### config.mk
export PLATFORM = sky130hd
export DESIGN_NAME = dcs_read_engine
export DESIGN_NICKNAME = d
export VERILOG_FILES = /design/src/rtl/dcsrd_pkg.sv /design/src/rtl/dcsrd_ctrl.sv /design/src/rtl/dcsrd_datapath.sv /design/src/rtl/dcs_read_engine.sv
export SDC_FILE = /design/constraint.sdc
export NUM_CORES = 1
export LEC_CHECK = 0
export ABC_AREA = 1
export ABC_CLOCK_PERIOD_IN_PS = 2500
export BUFFER_PORTS_ARGS = -buffer_cell sky130_fd_sc_hd__buf_2
export CORE_MARGIN = 3
export CORE_UTILIZATION = 45
export DETAILED_ROUTE_END_ITERATION = 12
export HOLD_SLACK_MARGIN = 0.05
export PLACE_DENSITY_LB_ADDON = 0.3
export SKIP_LAST_GASP = 1
export SYNTH_ARGS = -nofsm -noshare
export SYNTH_HDL_FRONTEND = slang
export SYNTH_SLANG_ARGS = --single-unit
### constraint.sdc
create_clock -name clk -period 2.5 [get_ports clk]
set_input_delay 0.125 -clock clk [delete_from_list [all_inputs] [get_ports clk]]
set_output_delay 0.125 -clock clk [all_outputs]
set_load 0.05 [all_outputs]
### src/rtl/dcsrd_pkg.sv
package dcsrd_pkg;

  // strobes from the sequencer to the datapath
  typedef struct packed {
    logic load;     // latch request, select the device
    logic sclkHi;   // raise serial clock
    logic sample;   // capture miso
    logic sclkLo;   // lower serial clock
    logic shiftTx;  // advance command shifter
    logic capture;  // store realigned reply
    logic selOff;   // release the device
  } dpStrobe_t;

  typedef enum logic [1:0] {
    ST_IDLE,
    ST_LOW,
    ST_HIGH,
    ST_TAIL
  } ctrlState_t;

  function automatic logic isReadCmd(input logic [7:0] c);
    case (c)
      8'h04, 8'h06, 8'h07, 8'h08, 8'h09, 8'h0A, 8'h0B, 8'h0C, 8'h0D, 8'h0E,
      8'h0F, 8'h2E, 8'h3E, 8'h45, 8'h52, 8'h54, 8'h56, 8'h5F, 8'hA1, 8'hA8:
        return 1'b1;
      default:
        return 1'b0;
    endcase
  endfunction

  // commands whose reply begins after one idle clock
  function automatic logic hasLeadBit(input logic [7:0] c);
    return (c == 8'h04) || (c == 8'h09);
  endfunction

endpackage

### src/rtl/dcsrd_ctrl.sv
module dcsrd_ctrl
  import dcsrd_pkg::*;
#(
  parameter int MAX_BYTES = 4,
  parameter int LEN_W     = 3
) (
  input  logic             clk,
  input  logic             rstN,
  input  logic             start,
  input  logic [7:0]       cmdIn,
  input  logic [LEN_W-1:0] lenIn,
  input  logic             halfTick,
  output dpStrobe_t        strb,
  output logic             rdDone,
  output logic             rdErr
);

  localparam int MAX_BITS = 8 + 8 * (MAX_BYTES + 1);
  localparam int BIT_W    = $clog2(MAX_BITS + 1);

  ctrlState_t       state, stateNx;
  logic [BIT_W-1:0] bitsLeft;
  logic             reqLead, lenLegal, reqValid, lastBit;

  // request screening, evaluated only when idle
  always_comb begin
    reqLead  = hasLeadBit(cmdIn);
    lenLegal = (lenIn != '0) && (int'(lenIn) <= MAX_BYTES);
    if (reqLead)
      lenLegal = lenLegal && ((int'(lenIn) == 3) || (int'(lenIn) == 4));
    reqValid = isReadCmd(cmdIn) && lenLegal;
    lastBit  = (bitsLeft == BIT_W'(1));
  end

  always_comb begin
    strb    = '0;
    stateNx = state;
    case (state)
      ST_IDLE: begin
        if (start && reqValid) begin
          strb.load = 1'b1;
          stateNx   = ST_LOW;
        end
      end
      ST_LOW: begin
        if (halfTick) begin
          strb.sclkHi = 1'b1;
          strb.sample = 1'b1;
          stateNx     = ST_HIGH;
        end
      end
      ST_HIGH: begin
        if (halfTick) begin
          strb.sclkLo = 1'b1;
          if (lastBit) begin
            strb.capture = 1'b1;
            stateNx      = ST_TAIL;
          end else begin
            strb.shiftTx = 1'b1;
            stateNx      = ST_LOW;
          end
        end
      end
      ST_TAIL: begin
        if (halfTick) begin
          strb.selOff = 1'b1;
          stateNx     = ST_IDLE;
        end
      end
      default: stateNx = ST_IDLE;
    endcase
  end

  always_ff @(posedge clk) begin
    if (!rstN) begin
      state    <= ST_IDLE;
      bitsLeft <= '0;
      rdDone   <= 1'b0;
      rdErr    <= 1'b0;
    end else begin
      state  <= stateNx;
      rdDone <= strb.capture;
      rdErr  <= (state == ST_IDLE) && start && !reqValid;
      if (strb.load)
        bitsLeft <= BIT_W'(8 + 8 * (int'(lenIn) + (reqLead ? 1 : 0)));
      else if (strb.shiftTx)
        bitsLeft <= bitsLeft - BIT_W'(1);
    end
  end


  done_pulse_chk: assert property (@(posedge clk) disable iff (!rstN)
    rdDone |=> !rdDone);

endmodule

### src/rtl/dcsrd_datapath.sv
module dcsrd_datapath
  import dcsrd_pkg::*;
#(
  parameter int HALF_CYC  = 13,
  parameter int MAX_BYTES = 4,
  parameter int LEN_W     = 3
) (
  input  logic                   clk,
  input  logic                   rstN,
  input  dpStrobe_t              strb,
  input  logic [7:0]             cmdIn,
  input  logic [LEN_W-1:0]       lenIn,
  input  logic                   miso,
  output logic                   halfTick,
  output logic                   sclk,
  output logic                   mosi,
  output logic                   csN,
  output logic                   dc,
  output logic [8*MAX_BYTES-1:0] rdData
);

  localparam int RX_BYTES = MAX_BYTES + 1;
  localparam int RX_W     = 8 * RX_BYTES;
  localparam int DIV_W    = (HALF_CYC > 1) ? $clog2(HALF_CYC) : 1;

  logic [DIV_W-1:0]       divCnt;
  logic                   selQ, sclkQ, leadQ;
  logic [7:0]             txSh;
  logic [RX_W-1:0]        rxSh, aligned;
  logic [LEN_W-1:0]       lenQ;
  logic [LEN_W:0]         nRx;
  logic [8*MAX_BYTES-1:0] outBytes;

  // half-period timer runs only while the device is selected
  assign halfTick = selQ && (divCnt == DIV_W'(HALF_CYC - 1));

  always_ff @(posedge clk) begin
    if (!rstN) begin
      divCnt <= '0;
    end else if (strb.load || !selQ) begin
      divCnt <= '0;
    end else if (halfTick) begin
      divCnt <= '0;
    end else begin
      divCnt <= divCnt + DIV_W'(1);
    end
  end

  always_ff @(posedge clk) begin
    if (!rstN) begin
      selQ  <= 1'b0;
      sclkQ <= 1'b0;
      txSh  <= '0;
      rxSh  <= '0;
      lenQ  <= '0;
      leadQ <= 1'b0;
    end else begin
      if (strb.load) begin
        selQ  <= 1'b1;
        txSh  <= cmdIn;
        rxSh  <= '0;
        lenQ  <= lenIn;
        leadQ <= hasLeadBit(cmdIn);
      end else if (strb.selOff) begin
        selQ <= 1'b0;
      end
      if (strb.sclkHi) sclkQ <= 1'b1;
      else if (strb.sclkLo) sclkQ <= 1'b0;
      if (strb.shiftTx) txSh <= {txSh[6:0], 1'b0};
      if (strb.sample) rxSh <= {rxSh[RX_W-2:0], miso};
    end
  end

  // move the first reply bit to the top, then drop the idle bit if present
  assign nRx = {1'b0, lenQ} + (LEN_W + 1)'(leadQ);

  always_comb begin
    aligned = rxSh << ((RX_BYTES - int'(nRx)) * 8);
    if (leadQ) aligned = aligned << 1;
  end

  for (genvar i = 0; i < MAX_BYTES; i++) begin : g_byte
    assign outBytes[8*i +: 8] = (i < int'(lenQ)) ? aligned[RX_W-1-8*i -: 8] : 8'h00;
  end

  always_ff @(posedge clk) begin
    if (!rstN) rdData <= '0;
    else if (strb.capture) rdData <= outBytes;
  end

  assign sclk = sclkQ;
  assign mosi = txSh[7];
  assign csN  = ~selQ;
  assign dc   = ~selQ;


  sclk_edge_chk: assert property (@(posedge clk) disable iff (!rstN)
    (sclkQ != $past(sclkQ)) |-> $past(halfTick));


  mosi_stable_chk: assert property (@(posedge clk) disable iff (!rstN)
    (sclkQ && $past(sclkQ)) |-> $stable(txSh[7]));


  sclk_idle_chk: assert property (@(posedge clk) disable iff (!rstN)
    !selQ |-> !sclkQ);

endmodule

### src/rtl/dcs_read_engine.sv
module dcs_read_engine
  import dcsrd_pkg::*;
#(
  parameter int SYS_CLK_HZ  = 50_000_000,
  parameter int LINK_MAX_HZ = 20_000_000,
  parameter int MAX_BYTES   = 4
) (
  input  logic                           clk,
  input  logic                           rstN,
  input  logic                           start,
  input  logic [7:0]                     cmd,
  input  logic [$clog2(MAX_BYTES+1)-1:0] len,
  output logic [8*MAX_BYTES-1:0]         rdData,
  output logic                           rdDone,
  output logic                           rdErr,
  output logic                           sclk,
  output logic                           mosi,
  input  logic                           miso,
  output logic                           csN,
  output logic                           dc
);

  localparam int LEN_W    = $clog2(MAX_BYTES + 1);
  localparam int RD_HZ    = (LINK_MAX_HZ / 2 < 2_000_000) ? LINK_MAX_HZ / 2 : 2_000_000;
  localparam int HALF_RAW = (SYS_CLK_HZ + 2 * RD_HZ - 1) / (2 * RD_HZ);
  localparam int HALF_CYC = (HALF_RAW < 1) ? 1 : HALF_RAW;

  dpStrobe_t strb;
  logic      halfTick;

  dcsrd_ctrl #(
    .MAX_BYTES(MAX_BYTES),
    .LEN_W    (LEN_W)
  ) u_ctrl (
    .clk     (clk),
    .rstN    (rstN),
    .start   (start),
    .cmdIn   (cmd),
    .lenIn   (len),
    .halfTick(halfTick),
    .strb    (strb),
    .rdDone  (rdDone),
    .rdErr   (rdErr)
  );

  dcsrd_datapath #(
    .HALF_CYC (HALF_CYC),
    .MAX_BYTES(MAX_BYTES),
    .LEN_W    (LEN_W)
  ) u_dp (
    .clk     (clk),
    .rstN    (rstN),
    .strb    (strb),
    .cmdIn   (cmd),
    .lenIn   (len),
    .miso    (miso),
    .halfTick(halfTick),
    .sclk    (sclk),
    .mosi    (mosi),
    .csN     (csN),
    .dc      (dc),
    .rdData  (rdData)
  );


  done_sel_chk: assert property (@(posedge clk) disable iff (!rstN)
    rdDone |-> (!csN && !sclk));


  err_idle_chk: assert property (@(posedge clk) disable iff (!rstN)
    rdErr |-> csN);

endmodule

==> results.ini, run 1 <==
[power_and_ir_drop]
p_int_mw = 2.61
p_comb_share_pct = 5.6
vdd_drop_max_uv = 352
clkPwrFrac_pct = 46.4
powerDensity_nw_per_um2 = 527
seqPwrFrac_pct = 48.1
p_sw_share_pct = 21.8
switching_power_mw = 0.728
p_leak_nw = 2.53

[layout]
ff_latch_area_um2 = 2000
multi_input_area_um2 = 3080
nets = 901
final_cell_mix = 256 x nand2_1, 100 x dfxtp_1, 91 x nand3_1, 79 x a21oi_1, 60 x nor2_1
n_fill_cell = 1195
drive_gt1_share_pct = 14.2
final_common_cell = nand2_1
area_delta_synth_final_pct = 13.7
n_antenna_cell = 0

[floorplan]
dieArea_um2 = 13700
die_y_um = 117
core_um2 = 11800
start_util_pct = 47.3
die-width_um = 117
rows = 39
io_pins = 53

[global_route]
grt_pass1_vias = 4803
gr-total-overflow = 0
antenna_found_initial = 0
grt_usage_pct = 22.0
grt_pass1_wl_um = 23800
grt_max_degree = 43

[synthesis]
yosysWarnings = 0
synthTopCellsByArea = dfxtp_1 36%, nand2_1 17%, nand3_1 8.2%, a21oi_1 7.1%, nor2_1 4.0%
synth-seq-area-share_pct = 36.0
syn_area_per_cell_um2 = 6.61
synth.distinct_cells = 43
syn_inst = 842
yosysTopAreaCell = dfxtp_1
syn_area_um2 = 5570
yosys_register_bits = 100
synth_top_cell_area_share_pct = 36.0
syn-num-nets = 867

[flow_run]
drv_cap = 0

[worst_setup_path]
timing.rr.start = u_dp.lenQ[0]
reg2reg_slack_ns = 0.25
path_max_fanout = 15
end_kind = flop
criticalPathCategory = flop to flop
cp_data_arrival_time_ns = 2.53
rr_worst_depth = 14
startpoint_type = flop
required_ns = 2.79
r2r-end = u_dp.rdData[23]

[timing]
finalCritPeriodShare_pct = 89.8
rsz0062_at_grt = false
slew_viol_final = 0
setup_violations = 0
fin_setup_tns_ns = 0
tightest_slew_ns = 0.659
finalHoldViolations = 0
fmax_ghz = 0.445
slew_headroom_pct = 56.0
skew_ns = 0.00790
min_period_ns = 2.25
timing.hold.ws_ns = 0.0687

[min_path]
hp-class = primary input to flop
min_to = u_dp.lenQ[1]
hp-start = len[1]
hold_path_depth = 3

[route]
drt-total-wl_um = 14400
postRouteAntennaNets = 0
drtPass1Iterations = 5
viasPerCell = 5.20
dr_total_vias = 5433
drt_iter0_drc = 348
wl_per_cell_um = 13.8
drcViolationCount = 0

[clock_network]
clockRootBuffer = clkbuf_16
clock_sinks = 100
cts_buffers = 9
post_cts_buffers = 0
clk_latency_ns = 0.36
cts.clk_slew.worst_paths_ns = 0.07
clockBufferDepth = 2
h-tree-depth = 3
cts_tree = built

[placed_design]
dp_hpwl_um = 10400
place_congestion = 0.996
io_buffers = 52

[status]
status = complete, no violations

[layout make-up]
| class | instances | area share, % |
|---|---|---|
| Clock buffer | 12 | 4.21 |
| Timing Repair Buffer | 79 | 7.59 |
| Inverter | 60 | 3.56 |
| Multi-Input combinational cell | 626 | 48.7 |
| Tap cell | 164 | 3.24 |
| Clock inverter | 4 | 1.11 |
| Sequential cell | 100 | 31.6 |
[layer usage]
metal | share of wire [%] | vias up | GRT usage, %
met1 | 49 | 2408 | 30.9
met4 | 3.3 | 0 | 9.33
met5 | 0 | - | 0
li1 | - | 2844 | -
met3 | 4.9 | 35 | 4.68
met2 | 43 | 146 | 32.5
[flip-flops by register name, indices dropped and copies added (netlist names)]
name             count
u_dp.txSh            8
u_dp.sclk            1
u_ctrl.rdDone        1
u_dp.rdData         32
u_dp.selQ            1
u_ctrl.bitsLeft      6
u_dp.lenQ            3
u_ctrl.state         2
u_ctrl.rdErr         1
u_dp.divCnt          4
u_dp.leadQ           1
u_dp.rxSh           40
[worst max path at each step]
| stage | startpoint | end | slack [ns] | depth (start not counted) |
|---|---|---|---|---|
| after detailed placement | u_dp.lenQ[0] | u_dp.rdData[23] | 0.28 | 14 |
| after global placement | u_dp.lenQ[0] | u_dp.rdData[23] | 0.30 | 14 |
| final | u_dp.lenQ[0] | u_dp.rdData[23] | 0.25 | 14 |
| after global routing | u_dp.lenQ[0] | u_dp.rdData[23] | 0.02 | 14 |
| after CTS | u_dp.lenQ[0] | u_dp.rdData[23] | 0.23 | 13 |
| after floorplan | u_dp.lenQ[0] | u_dp.rdData[23] | 0.39 | 14 |
[through the flow]
stage / instance area (µm²) / util [%] / worst slack, ns / power [mW] / cells
floorplan: 5570 / - / 0.390 / 1.77 / 842
detailed placement: 5970 / 50.7 / 0.280 / 1.82 / 1027
finish: 6330 / 53.8 / 0.255 / 3.33 / 1045
CTS: 6320 / 53.8 / 0.229 / 3.37 / 1045
global route: 6330 / 53.8 / 0.0157 / 3.48 / 1045
global placement: 5970 / 50.7 / 0.303 / 1.82 / 1027
[cell families (layout without fill, tap and decap cells)]
kind of cell / Yosys count / after routing / share of synthesized area (%)
flip-flops: 100 / 100 / 36.0
AO/OA/AOI/OAI: 161 / 161 / 16.5
XOR/XNOR: 8 / 8 / 1.26
adder cells (fa/ha/maj): 10 / 10 / 2.25
AND/OR/NAND/NOR: 447 / 447 / 35.1
buffers and inverters: 116 / 155 / 8.90
[power by group through the flow]
stage	clock (mW)	sequential [mW]	combinational [mW]
5_1_grt	1.66	1.60	0.210
2_1_floorplan	0	1.64	0.129
6_report	1.55	1.60	0.186
3_3_place_gp	0	1.64	0.182
4_1_cts	1.58	1.60	0.184
3_5_place_dp	0	1.64	0.182
[worst max-delay path: stages (launching register included)]
cell     delay [ns]
dfxtp_1        0.33
ha_1           0.19
inv_1          0.05
ha_1           0.13
inv_1          0.04
ha_1           0.29
inv_1          0.08
nor2_4         0.17
nand2_1        0.10
buf_4          0.20
o21ai_0        0.08
o21ai_0        0.16
o21ai_0        0.18
nand2_1        0.08
a21oi_2        0.10
[synthesized netlist by cell type (all sizes together)]
cell type / n
xor2: 5
nand3: 93
a31oi: 3
o2111ai: 1
a211oi: 1
a32oi: 4
inv: 60
nand4: 21
ha: 10
a21oi: 86
o22ai: 4
o31ai: 1
buf: 23
a2bb2oi: 1
or2: 1
o211ai: 6
o21bai: 1
nor2: 66
nor3: 7
clkbuf: 33
and2: 1
a22oi: 6
dfxtp: 100
xnor2: 3
o21ai: 46
nand2: 258
o21a: 1
[timing repair]
action | 4_1_cts | 5_1_grt
endpoints found under the hold margin | 2 | 0
gates resized for setup | 0 | 2
hold buffers | 2 | 0
setup endpoints to repair | 0 | 1
Power figures use the tool's default switching activity.
==> inputs of run 2 (changes only) <==
--- a/config.mk
+++ b/config.mk
@@ -15,2 +15,3 @@
 export PLACE_DENSITY_LB_ADDON = 0.3
+export REMOVE_ABC_BUFFERS = 1
 export SKIP_LAST_GASP = 1
--- a/constraint.sdc
+++ b/constraint.sdc
@@ -3,2 +3,2 @@
 set_output_delay 0.125 -clock clk [all_outputs]
-set_load 0.05 [all_outputs]
+set_load 0.005 [all_outputs]
==> run 2 against run 1 <==
Compared with the run above:
- setup slack better by 0.0052 ns
- worst hold slack improved by 0.0089 ns
- power decreased by 5.2%
- sequential share of layout area up 0.43 points
- fmax is 0.23% higher
- via count increased by 1.1%
- non-clock buffer count shrank 6
- combinational power shrank 3%
- first-iteration DRC count up 30%
- global-route usage increased by 0.33 points
- critical endpoint unchanged
- largest power group unchanged
==> results.ini, run 2 (same netlist as run 1, synthesis figures left out) <==
[clock_network]
cts_buffers = 9  ; unchanged
clk_latency_ns = 0.35  ; was 0.36 ns
h-tree-depth = 3  ; unchanged
clock_sinks = 100  ; unchanged
cts_tree = built  ; unchanged
clockBufferDepth = 2  ; unchanged
clockRootBuffer = clkbuf_16  ; unchanged
cts.clk_slew.worst_paths_ns = 0.06  ; was 0.07 ns

[timing]
skew_ns = 0.00681  ; was 0.00790 ns
timing.hold.ws_ns = 0.0776  ; was 0.0687 ns
fin_ws_ns = 0.260  ; was 0.255 ns
fmax_ghz = 0.446  ; was 0.445 GHz
setup_violations = 0  ; unchanged
rsz0062_at_grt = false  ; unchanged
min_period_ns = 2.24  ; was 2.25 ns
finalHoldViolations = 0  ; unchanged
finalCritPeriodShare_pct = 89.6  ; was 89.8%
slew_viol_final = 0  ; unchanged
slew_headroom_pct = 63.5  ; was 56.0%
fin_setup_tns_ns = 0  ; unchanged
tightest_slew_ns = 0.546  ; was 0.659 ns

[floorplan]
dieArea_um2 = 13700  ; unchanged
core_um2 = 11800  ; unchanged
start_util_pct = 47.3  ; unchanged
die_y_um = 117  ; unchanged
rows = 39  ; unchanged
io_pins = 53  ; unchanged
die-width_um = 117  ; unchanged

[worst_setup_path]
path_cells = ha_1, inv_1, ha_1, inv_1, ha_1, inv_1, buf_12, nand2_1, o21ai_0, o21ai_0, o21ai_0, nand2_1, a21oi_2  ; was ha_1, inv_1, ha_1, inv_1, ha_1, inv_1, nor2_4, nand2_1, buf_4, o21ai_0, o21ai_0, o21ai_0, nand2_1, a21oi_2
startpoint = u_dp.lenQ[0]  ; unchanged
path_buf_inv = 4  ; unchanged
path_max_fanout = 38  ; was 15
startpoint_type = flop  ; unchanged
timing.rr.start = u_dp.lenQ[0]  ; unchanged
end_kind = flop  ; unchanged
cpPeakStageDelay_ns = 0.34  ; was 0.33 ns
criticalPathCategory = flop to flop  ; unchanged
worst_path_max_delay_cell = dfxtp_1  ; unchanged
crit_family = compound AO/OA/AOI/OAI gates  ; was adder cells
cp_data_arrival_time_ns = 2.52  ; was 2.53 ns
required_ns = 2.78  ; was 2.79 ns

[route]
drcViolationCount = 0  ; unchanged
viasPerCell = 5.29  ; was 5.20
wl_per_cell_um = 14.1  ; was 13.8 µm
drt-met1-wl_um = 6890  ; was 6980 µm
drtPass1Iterations = 5  ; unchanged
postRouteAntennaNets = 0  ; unchanged
dr_total_vias = 5493  ; was 5433
drt_iter0_drc = 454  ; was 348
wl_met3_um = 611  ; was 703 µm
top_layer_used = met4  ; unchanged
drt-total-wl_um = 14600  ; was 14400 µm
routed-wl-met2_um = 6820  ; was 6220 µm

[layout]
largest_reg_flops = 40  ; unchanged
n_fill_cell = 1191  ; was 1195
final_core_util_pct = 53.1  ; was 53.8%
drive_gt1_share_pct = 13.5  ; was 14.2%
n_antenna_cell = 0  ; unchanged
nets = 895  ; was 901
area_delta_synth_final_pct = 12.2  ; was 13.7%
top_register = u_dp.rxSh  ; unchanged
final_cell_mix = 256 x nand2_1, 100 x dfxtp_1, 91 x nand3_1, 79 x a21oi_1, 60 x nor2_1  ; unchanged
final_common_cell = nand2_1  ; unchanged
reg.largest.list = u_dp.rxSh x40, u_dp.rdData x32, u_dp.txSh x8  ; unchanged

[global_route]
grt_pass1_vias = 4903  ; was 4803
grt_max_degree = 50  ; was 43
grt_usage_pct = 22.3  ; was 22.0%
antenna_found_initial = 0  ; unchanged
grt_pass1_wl_um = 24400  ; was 23800 µm
gr-total-overflow = 0  ; unchanged

[placed_design]
dp_slack_ns = 0.281  ; was 0.280 ns
dp_hpwl_um = 10500  ; was 10400 µm
place_congestion = 1.00  ; was 0.996
io_buffers = 52  ; unchanged

[min_path]
hp-class = primary input to flop  ; unchanged
hp-start = len[1]  ; unchanged

[status]
status = complete, no violations  ; unchanged

[flow_run]
drv_cap = 0  ; unchanged

[power_and_ir_drop]
total_power_mw = 3.16  ; was 3.33 mW
vdd_drop_max_uv = 285  ; was 352 µV
p_leak_nw = 2.47  ; was 2.53 nW
powerDensity_nw_per_um2 = 506  ; was 527 nW/µm²

run 2: power breakdown:
| group | internal, mW | switching [mW] | leakage (nW) |
|---|---|---|---|
| Sequential | 1.60 | 0.00432 | 0.806 |
| Combinational | 0.0535 | 0.126 | 1.53 |
| Clock | 0.776 | 0.602 | 0.139 |
run 2: worst min-delay path: stages:
cell	delay, ns
buf_2	0.12
nand3_1	0.08
o21ai_0	0.07
run 2: final timing paths:
| check | slack [ns] | endpoint | cells after the start |
|---|---|---|---|
| worst max-delay path | 0.26 | u_dp.rdData[23] | 13 |
| worst max register to register | 0.26 | u_dp.rdData[23] | 13 |
| worst min-delay path | 0.08 | u_dp.lenQ[1] | 3 |
| worst min register to register | 0.46 | u_dp.rdData[3] | 2 |
run 2: cell type report:
class	count	area [µm²]	share of cell area [%]
clock buffers	10	229	3.67
clock inverters	6	63.8	1.02
inverters	60	225	3.61
multi-input cells	626	3070	49.2
flip-flops and latches	100	2000	32.1
well taps	164	205	3.29
repair buffers	73	445	7.13
run 2: stage by stage:
| stage | cell area, µm² | instances |
|---|---|---|
| floorplan | 5300 | 786 |
| CTS | 6240 | 1039 |
| detailed placement | 5940 | 1022 |
| finish | 6240 | 1039 |
| global placement | 5940 | 1022 |
| global route | 6240 | 1039 |
run 2: repair_timing:
action / in CTS / in global routing
hold buffers: 1 / 0
endpoints found under the hold margin: 1 / 0
buffers inserted: 0 / 0
gates resized for setup: 0 / 0
endpoints found under the setup margin: 0 / 0
run 2: per-layer routing:
metal	track usage (%)	vias to the layer above
li1	-	2829
met1	29.8	2517
met2	35.7	123
met3	5.19	24
met4	6.96	0
met5	0	-
